[config.mk]
export PLATFORM = sky130hd
export DESIGN_NAME = wr_pending_board
export DESIGN_NICKNAME = d
export VERILOG_FILES = /design/src/rtl/scb_pkg.sv /design/src/rtl/scb_idx_decode.sv /design/src/rtl/scb_unit_track.sv /design/src/rtl/scb_hazard_query.sv /design/src/rtl/wr_pending_board.sv
export SDC_FILE = /design/constraint.sdc
export NUM_CORES = 1
export LEC_CHECK = 0
export ABC_AREA = 1
export ABC_CLOCK_PERIOD_IN_PS = 1700
export BUFFER_PORTS_ARGS = -buffer_cell sky130_fd_sc_hd__buf_2
export CORE_ASPECT_RATIO = 1.1
export CORE_MARGIN = 2
export CORE_UTILIZATION = 50
export DETAILED_ROUTE_END_ITERATION = 12
export MAX_ROUTING_LAYER = met4
export PLACE_DENSITY = 0.71
export SLEW_MARGIN = 15
export SYNTH_ARGS = -nofsm -noshare
export SYNTH_HDL_FRONTEND = slang
export SYNTH_SLANG_ARGS = --single-unit
[constraint.sdc]
create_clock -name clk -period 1.7 [get_ports clk]
set_clock_uncertainty 0.15 [all_clocks]
set_input_delay 0.425 -clock clk [delete_from_list [all_inputs] [get_ports clk]]
set_output_delay 0.425 -clock clk [all_outputs]
set_load 0.01 [all_outputs]
[src/rtl/scb_pkg.sv]
`timescale 1ns/1ps
package scb_pkg;
    typedef enum logic {
        IDX_BINARY = 1'b0,
        IDX_ONEHOT = 1'b1
    } idx_form_e;

    function automatic int idx_width(input int regs, input idx_form_e form);
        if (form == IDX_ONEHOT) return regs;
        return (regs > 1) ? $clog2(regs) : 1;
    endfunction
endpackage

[src/rtl/scb_idx_decode.sv]
`timescale 1ns/1ps
module scb_idx_decode
    import scb_pkg::*;
#(
    parameter int        NUM_REGS = 32,
    parameter idx_form_e IDX_FORM = IDX_BINARY,
    localparam int       IW       = idx_width(NUM_REGS, IDX_FORM)
) (
    input  logic [IW-1:0]       idx_i,
    output logic [NUM_REGS-1:0] mask_o
);
    localparam logic [NUM_REGS-1:0] LSB_ONE = 1;

    generate
        if (IDX_FORM == IDX_ONEHOT) begin : g_onehot
            // one-hot form carries the mask directly
            assign mask_o = idx_i;
        end else begin : g_binary
            // binary form, bit k for index k
            assign mask_o = LSB_ONE << idx_i;
        end
    endgenerate
endmodule

[src/rtl/scb_unit_track.sv]
`timescale 1ns/1ps
module scb_unit_track #(
    parameter int NUM_REGS = 32
) (
    input  logic                clk,
    input  logic                rst_n,
    input  logic                fire_i,
    input  logic                wr_en_i,
    input  logic [NUM_REGS-1:0] dst_mask_i,
    input  logic                busy_i,
    input  logic                done_i,
    input  logic                data_ok_i,
    output logic [NUM_REGS-1:0] done_clr_o
);
    typedef struct packed {
        logic                wr;
        logic [NUM_REGS-1:0] dst;
    } trk_t;

    trk_t trk_d, trk_q;

    always_comb begin
        trk_d = trk_q;
        if (fire_i) begin
            trk_d.wr  = wr_en_i;
            trk_d.dst = dst_mask_i;
        end else if (!busy_i) begin
            trk_d.wr = 1'b0;
        end
        done_clr_o = (done_i && trk_q.wr && !data_ok_i) ? trk_q.dst : '0;
    end

    always_ff @(posedge clk) begin
        if (!rst_n) trk_q <= '0;
        else        trk_q <= trk_d;
    end

    // once idle with no new issue, a later done must clear nothing
    assert_flag_drop_R4: assert property (@(posedge clk) disable iff (!rst_n)
        (!busy_i && !fire_i) |=> (done_clr_o == '0));
endmodule

[src/rtl/scb_hazard_query.sv]
`timescale 1ns/1ps
module scb_hazard_query #(
    parameter int NUM_REGS = 32,
    parameter int NUM_SRC  = 3
) (
    input  logic                              clk,
    input  logic                              rst_n,
    input  logic [NUM_REGS-1:0]               pend_i,
    input  logic                              active_i,
    input  logic                              busy_i,
    input  logic [NUM_SRC-1:0]                flag_i,
    input  logic [NUM_SRC-1:0][NUM_REGS-1:0]  src_mask_i,
    input  logic                              wq_valid_i,
    input  logic [NUM_REGS-1:0]               wq_mask_i,
    output logic [NUM_SRC-1:0]                rd_hazard_o,
    output logic [NUM_SRC-1:0]                rd_chk_en_o,
    output logic                              waw_hit_o,
    output logic                              issue_allow_o
);
    logic [NUM_SRC-1:0] src_hit;

    always_comb begin
        for (int s = 0; s < NUM_SRC; s++) begin
            src_hit[s]     = |(pend_i & src_mask_i[s]);
            rd_chk_en_o[s] = active_i && flag_i[s] && !(busy_i && !src_hit[s]);
            rd_hazard_o[s] = rd_chk_en_o[s] && src_hit[s];
        end
        waw_hit_o     = wq_valid_i && (|(pend_i & wq_mask_i));
        issue_allow_o = wq_valid_i && !waw_hit_o;
    end

    // a reported read hazard always has its check enabled
    assert_hazard_enabled_R7: assert property (@(posedge clk) disable iff (!rst_n)
        ((rd_hazard_o & ~rd_chk_en_o) == '0));
    // a write-after-write hit never lets the issue through
    assert_waw_blocks_R8: assert property (@(posedge clk) disable iff (!rst_n)
        waw_hit_o |-> !issue_allow_o);
endmodule

[src/rtl/wr_pending_board.sv]
`timescale 1ns/1ps
module wr_pending_board
    import scb_pkg::*;
#(
    parameter int        NUM_REGS   = 32,
    parameter int        NUM_UNITS  = 2,
    parameter int        NUM_WPORTS = 2,
    parameter int        NUM_SRC    = 3,
    parameter idx_form_e IDX_FORM   = IDX_BINARY,
    localparam int       IW         = idx_width(NUM_REGS, IDX_FORM)
) (
    input  logic                       clk,
    input  logic                       rst_n,
    input  logic [NUM_UNITS-1:0]       iss_fire,
    input  logic [NUM_UNITS-1:0]       iss_wr_en,
    input  logic [NUM_UNITS*IW-1:0]    iss_dst,
    input  logic [NUM_UNITS-1:0]       unit_busy,
    input  logic [NUM_UNITS-1:0]       unit_done,
    input  logic [NUM_UNITS-1:0]       unit_data_ok,
    input  logic [NUM_WPORTS-1:0]      wp_grant,
    input  logic [NUM_WPORTS-1:0]      wp_we,
    input  logic [NUM_WPORTS*IW-1:0]   wp_dst,
    input  logic                       rd_active,
    input  logic                       rd_unit_busy,
    input  logic [NUM_SRC-1:0]         rd_flag,
    input  logic [NUM_SRC*IW-1:0]      rd_src,
    output logic [NUM_SRC-1:0]         rd_hazard,
    output logic [NUM_SRC-1:0]         rd_chk_en,
    input  logic                       wq_valid,
    input  logic [IW-1:0]              wq_dst,
    output logic                       waw_hit,
    output logic                       issue_allow
);
    typedef struct packed {
        logic [NUM_REGS-1:0] pend;
        logic [NUM_REGS-1:0] set_pipe;
    } board_t;

    board_t st_d, st_q;

    logic [NUM_UNITS-1:0][NUM_REGS-1:0]  iss_mask;
    logic [NUM_UNITS-1:0][NUM_REGS-1:0]  done_clr;
    logic [NUM_WPORTS-1:0][NUM_REGS-1:0] wp_mask;
    logic [NUM_SRC-1:0][NUM_REGS-1:0]    src_mask;
    logic [NUM_REGS-1:0]                 wq_mask;
    logic [NUM_REGS-1:0]                 set_now;
    logic [NUM_REGS-1:0]                 clr_mask;

    genvar g;
    generate
        for (g = 0; g < NUM_UNITS; g++) begin : g_unit
            scb_idx_decode #(.NUM_REGS(NUM_REGS), .IDX_FORM(IDX_FORM)) u_dec (
                .idx_i  (iss_dst[g*IW +: IW]),
                .mask_o (iss_mask[g])
            );
            scb_unit_track #(.NUM_REGS(NUM_REGS)) u_trk (
                .clk        (clk),
                .rst_n      (rst_n),
                .fire_i     (iss_fire[g]),
                .wr_en_i    (iss_wr_en[g]),
                .dst_mask_i (iss_mask[g]),
                .busy_i     (unit_busy[g]),
                .done_i     (unit_done[g]),
                .data_ok_i  (unit_data_ok[g]),
                .done_clr_o (done_clr[g])
            );
        end
        for (g = 0; g < NUM_WPORTS; g++) begin : g_wport
            scb_idx_decode #(.NUM_REGS(NUM_REGS), .IDX_FORM(IDX_FORM)) u_dec (
                .idx_i  (wp_dst[g*IW +: IW]),
                .mask_o (wp_mask[g])
            );
        end
        for (g = 0; g < NUM_SRC; g++) begin : g_src
            scb_idx_decode #(.NUM_REGS(NUM_REGS), .IDX_FORM(IDX_FORM)) u_dec (
                .idx_i  (rd_src[g*IW +: IW]),
                .mask_o (src_mask[g])
            );
        end
    endgenerate

    scb_idx_decode #(.NUM_REGS(NUM_REGS), .IDX_FORM(IDX_FORM)) u_wq_dec (
        .idx_i  (wq_dst),
        .mask_o (wq_mask)
    );

    // merge every requester into one set and one clear vector
    always_comb begin
        set_now  = '0;
        clr_mask = '0;
        for (int u = 0; u < NUM_UNITS; u++) begin
            if (iss_fire[u] && iss_wr_en[u]) set_now = set_now | iss_mask[u];
            clr_mask = clr_mask | done_clr[u];
        end
        for (int p = 0; p < NUM_WPORTS; p++) begin
            if (wp_grant[p] && wp_we[p]) clr_mask = clr_mask | wp_mask[p];
        end
        st_d.set_pipe = set_now;
        st_d.pend     = (st_q.pend & ~clr_mask) | st_q.set_pipe;
    end

    always_ff @(posedge clk) begin
        if (!rst_n) st_q <= '0;
        else        st_q <= st_d;
    end

    scb_hazard_query #(.NUM_REGS(NUM_REGS), .NUM_SRC(NUM_SRC)) u_query (
        .clk           (clk),
        .rst_n         (rst_n),
        .pend_i        (st_q.pend),
        .active_i      (rd_active),
        .busy_i        (rd_unit_busy),
        .flag_i        (rd_flag),
        .src_mask_i    (src_mask),
        .wq_valid_i    (wq_valid),
        .wq_mask_i     (wq_mask),
        .rd_hazard_o   (rd_hazard),
        .rd_chk_en_o   (rd_chk_en),
        .waw_hit_o     (waw_hit),
        .issue_allow_o (issue_allow)
    );

    // a pending bit only rises when the delayed issue asked for it
    assert_rise_needs_issue_R2: assert property (@(posedge clk) disable iff (!rst_n)
        ((st_q.pend & ~$past(st_q.pend) & ~$past(st_q.set_pipe)) == '0));
    // a committed clear without a competing set leaves the bit low
    assert_write_clears_R3: assert property (@(posedge clk) disable iff (!rst_n)
        (|(clr_mask & ~st_q.set_pipe)) |=> ((st_q.pend & $past(clr_mask & ~st_q.set_pipe)) == '0));
    // a delayed set always lands, even against a clear
    assert_set_wins_R6: assert property (@(posedge clk) disable iff (!rst_n)
        (|st_q.set_pipe) |=> ((st_q.pend & $past(st_q.set_pipe)) == $past(st_q.set_pipe)));
endmodule

* After elaboration in Yosys (flattened, before gate mapping) *
Index checks and enable logic that the tools add are counted.

storage, ports and cells
  output and inout bits = 8
  bits in registers = 130

cells by class
  reduce and logical (&&, ||, !) cells = 35
  eq/ne operators = 2
  shifts and indexed selects = 8
  bitwise logic cells = 11
  multiplexer cells = 10

operators with widths
  operator                                                            number
  1-bit by 5-bit << shifter with 32-bit output, first input constant  8
  32-bit two-way mux                                                  6
  32-bit bitwise AND                                                  5
  32-bit bitwise OR                                                   5
  32-bit OR reduction                                                 4
  32-bit inverter                                                     1
  1-bit logical AND                                                   22
  1-bit logical NOT                                                   9
  1-bit two-way mux                                                   4
  2-bit inequality test, second input constant                        2

* Longest topological paths before layout *
  word-level depth = 11
  gate-level depth with buffers = 12
  gate-level depth less buffers = 12

* Hierarchy *
A second synthesis with hierarchy kept.

second synthesis, totals
  cell total of the unflattened synthesis = 1699
  area total of the unflattened synthesis = 10218.6 um^2

modules (own cells, without submodules)
  module            instances  cells an instance  area an instance (um^2)
  wr_pending_board  1          508                3340.7
  scb_idx_decode    8          63                 372.9
  scb_unit_track    2          212                1433.9
  scb_hazard_query  1          263                1027.2

* Worst setup path before layout *
OpenSTA, ideal clock, no wires.

  kind = in2out
  from = input rd_src[12]
  to = output rd_chk_en[2]
  stages on the path = 8
  path buffers = 1
  data required time = 1125 ps
  setup slack = -178 ps
  arrival time = 1303 ps
  cells stage by stage = inv_1 clkbuf_1 nand3_1 o21ai_0 nor2_1 nand3_1 nand3_1 nand2_1

between the ends
  longest elaborated chain between the ends = 7

ends and longest elaborated chain
  element                                       RTL line                source
  start, declared                               wr_pending_board.sv:26  input logic [NUM_SRC*IW-1:0] rd_src,
  1-bit by 5-bit << shifter with 32-bit output  scb_idx_decode.sv:20    assign mask_o = LSB_ONE << idx_i;
  32-bit bitwise AND                            scb_hazard_query.sv:24  src_hit[s] = |(pend_i & src_mask_i[s]);
  32-bit OR reduction                           scb_hazard_query.sv:24
  1-bit logical NOT                             scb_hazard_query.sv:25  rd_chk_en_o[s] = active_i && flag_i[s] && !(busy_i && !src_hit[s]);
  1-bit logical AND                             scb_hazard_query.sv:25
  1-bit logical NOT                             scb_hazard_query.sv:25
  1-bit logical AND                             scb_hazard_query.sv:25
  end, declared                                 wr_pending_board.sv:28  output logic [NUM_SRC-1:0] rd_chk_en,

Every way passes these cells.

* Worst setup path after layout *
  from = register st_q[53] (netlist bit)
  to = output rd_chk_en[2]

between the ends
  longest elaborated chain between the ends = 6

ends and longest elaborated chain
  element                 RTL line                 source
  start, declared         wr_pending_board.sv:39   board_t st_d, st_q;
  start signal, assigned  wr_pending_board.sv:104  else st_q <= st_d;
  32-bit bitwise AND      scb_hazard_query.sv:24
  32-bit OR reduction     scb_hazard_query.sv:24
  1-bit logical NOT       scb_hazard_query.sv:25
  1-bit logical AND       scb_hazard_query.sv:25
  1-bit logical NOT       scb_hazard_query.sv:25
  1-bit logical AND       scb_hazard_query.sv:25

Every way passes these cells.

==> summary.md <==
| Metric | Value |
|---|---|
| Tmin final | 2.19 ns |
| WS Path Type | reg -> out |
| Max-cap violations | 0 |
| WHS Endpoint | g_unit[1].u_trk.trk_q[32] |
| IO Pins | 70 |
| CP Capture Type | output port |
| Routability congestion estimate | 1.00 |
| Critical path peak fanout | 5 |
| Unrepaired setup endpoints after global routing | true |
| Synth Cell Area | 7600 um2 |
| Yosys synthesis warning count | 0 |
| Yosys cell types | 27 |
| Dpl cells | 1,539 |
| Vias | 8,918 |
| CP startpoint | st_q[53] |
| GRT Overall Usage | 0.350 |
| Total gr overflow | 0 |
| DRC marker count from the first detailed-route iteration | 981 |
| Final net count | 1,429 |
| Dominant cells by area after synthesis | dfxtp_1 (34%), nand2_1 (10%), nor2_1 (10%) |
| Mapped Avg Cell Area | 6.26 um2 |
| R2R depth | 6 |
| Die area | 16,200 um2 |
| Worst vdd ir | 0.694 mV |
| DRT Pass-1 Iters | 6 |
| Setup WS post-layout | -0.486 ns |
| CTS tree | built |
| Final Max Slew Viols | 0 |
| Wire per inst | 17.4 um |
| Port-buffer cells | 69 |
| Post-route DRC | 0 |
| Clock buffer depth | 2 |
| DP Wirelength | 20,100 um |
| Cts bufs inserted | 17 |
| Share of cells above drive strength 1 | 0.236 |
| FF+latch count, synth | 130 |
| Hold WS | 0.120 ns |
| Commonest non-fill, non-tap cell in the layout | nand2_1 |
| Fin cells | 1,577 |
| Hold path depth | 3 |
| Worst flop-to-flop path endpoint | st_q[52] |
| First-pass GRT wire length | 42,800 um |
| Via density | 5.66 |
| Final wirelength | 27,400 um |
| Depth of the CTS H-tree | 4 |
| Worst path required time | 1.12 ns |
| WP data arrival | 1.61 ns |
| Area growth from synthesis to final layout | 32.0% |
| CTS hold repair buffers | 0 |
| Clk Latency, worst-skew pair | 0.42 ns |
| P per Cell Area | 757 nW/um2 |
| Finished Cell Area | 10,000 um2 |
| Final Setup Violations | 8 |
| Largest net degree at the start of global routing | 45 |
| Failing checks | negative setup slack |
| Die X | 122 um |
| Fmax | 457 MHz |
| Starting Density | 0.509 |
| CTS clk-pin slew, worst paths | 0.06 ns |
| CTS root buf | clkbuf_16 |
| Post-synthesis sequential area ratio | 0.343 |
| Vias in the first global route | 8,111 |
| Synth area leader | dfxtp_1 |
| Headroom to the max-slew limit | 0.749 |
| Commonest cells after routing, fill and taps aside | nand2_1 (209), nor2_1 (198), inv_1 (133) |
| Reg-to-reg slack, setup | 0.21 ns |
| Net Count, Synth | 1,276 |
| Hold Path Class | in -> reg |
| Row count | 47 |
| Setup WS pre-CTS | -0.480 ns |
| Leak Pwr | 3.94 nW |
| Worst-Margin Slew | 0.376 ns |
| Tcrit/Tclk final | 1.29 |
| Clock sink count | 130 |
| Die Ht | 133 um |
| Hold wc startpoint | unit_busy[1] |
| DP Area | 9190 um2 |
| ANT nets after route | 0 |
| Final Hold Fails | 0 |
| Post-Synthesis Cells | 1,214 |
| Share of the synthesized area in the top cell type | 0.343 |
| Critical Path Source Type | flop |
| Core Region | 14,900 um2 |
| FILL cells | 1,407 |
| Status | finished, violations left |
| Initial antenna violation count | 1 |
| R2R Path Start | g_unit[1].u_trk.trk_q[32] |
[cell families after synthesis]
| kind of cell | after synthesis | synth area share |
|---|---|---|
| compound gates | 220 | 0.165 |
| buf+inv | 226 | 0.119 |
| flops | 130 | 0.343 |
| simple gates | 638 | 0.374 |
[metal layers]
| layer | GRT usage | part of all wire | routed length [um] | vias to the layer above |
|---|---|---|---|---|
| li1 | - | - | - | 4359 |
| met1 | 0.438 | 0.41 | 11300 | 4020 |
| met2 | 0.543 | 0.46 | 12600 | 431 |
| met3 | 0.0595 | 0.067 | 1840 | 108 |
| met4 | 0.178 | 0.060 | 1640 | 0 |
| met5 | - | 0 | 0 | - |
[cell usage after synthesis (all sizes together)]
library cell and number:
nand2 213, o221ai 4, and2 2, nand3b 7
o21ai 34, dfxtp 130, nor2 225, buf 38
clkbuf 35, nand3 79, a32oi 4, nand4 90
a211oi 19, nor3 22, clkinv 4, a21oi 107
a22oi 4, inv 149, o22ai 48
[worst max path at each step]
stage	end	slack (ns)	cells after the start
floorplan	waw_hit	-0.05	11
global placement	rd_chk_en[1]	-0.47	12
detailed placement	rd_chk_en[1]	-0.48	12
CTS	rd_chk_en[0]	-0.45	10
global route	issue_allow	-0.56	9
finish	rd_chk_en[2]	-0.49	8
[through the flow]
stage | TNS [ns] | util | power [mW]
floorplan | -0.156 | - | 3.73
global placement | -4.76 | 0.615 | 4.18
detailed placement | -5.25 | 0.615 | 4.19
CTS | -3.49 | 0.664 | 7.56
global route | -4.27 | 0.671 | 7.81
finish | -3.59 | 0.671 | 7.59
[state kept, by name, summed over array words and instances (netlist names)]
register	flops
g_unit.u_trk.trk_q	66
st_q	64
[where the power goes]
group	total (mW)	leakage, nW	switching, mW	internal (mW)
logic	1.07	2.61	0.653	0.420
registers	3.13	1.07	0.0339	3.10
clock network	3.38	0.265	1.34	2.04
total	7.59	3.94	2.03	5.56
[repair_timing]
| item | in CTS | in global routing |
|---|---|---|
| endpoints found under the setup margin | 8 | 8 |
| resized for setup | 69 | 32 |
| pin swaps | 34 | 24 |
| buffers inserted | 3 | 5 |
| cloned | 1 | 0 |
| endpoints found under the hold margin | 0 | 0 |
[worst max-delay path, stage by stage, from the launching register on]
cell and delay (ns):
dfxtp_2 0.37, buf_4 0.15, nand4_1 0.09, nand2_1 0.06, nor2_1 0.11, nand4_1 0.13
nand3_2 0.11, nand2_1 0.05, buf_2 0.13
[cell type report]
cell class              count  area, um2  area share
inverters                 153        601      0.0599
diodes                      1       2.50    0.000250
well taps                 196        245      0.0245
repair buffers            207       1740       0.174
clock buffers              23        458      0.0457
multi-input cells         858       4240       0.423
flip-flops and latches    130       2660       0.265
clock inverters             9       83.8     0.00836
No activity file was read; power rests on OpenSTA's default activity.
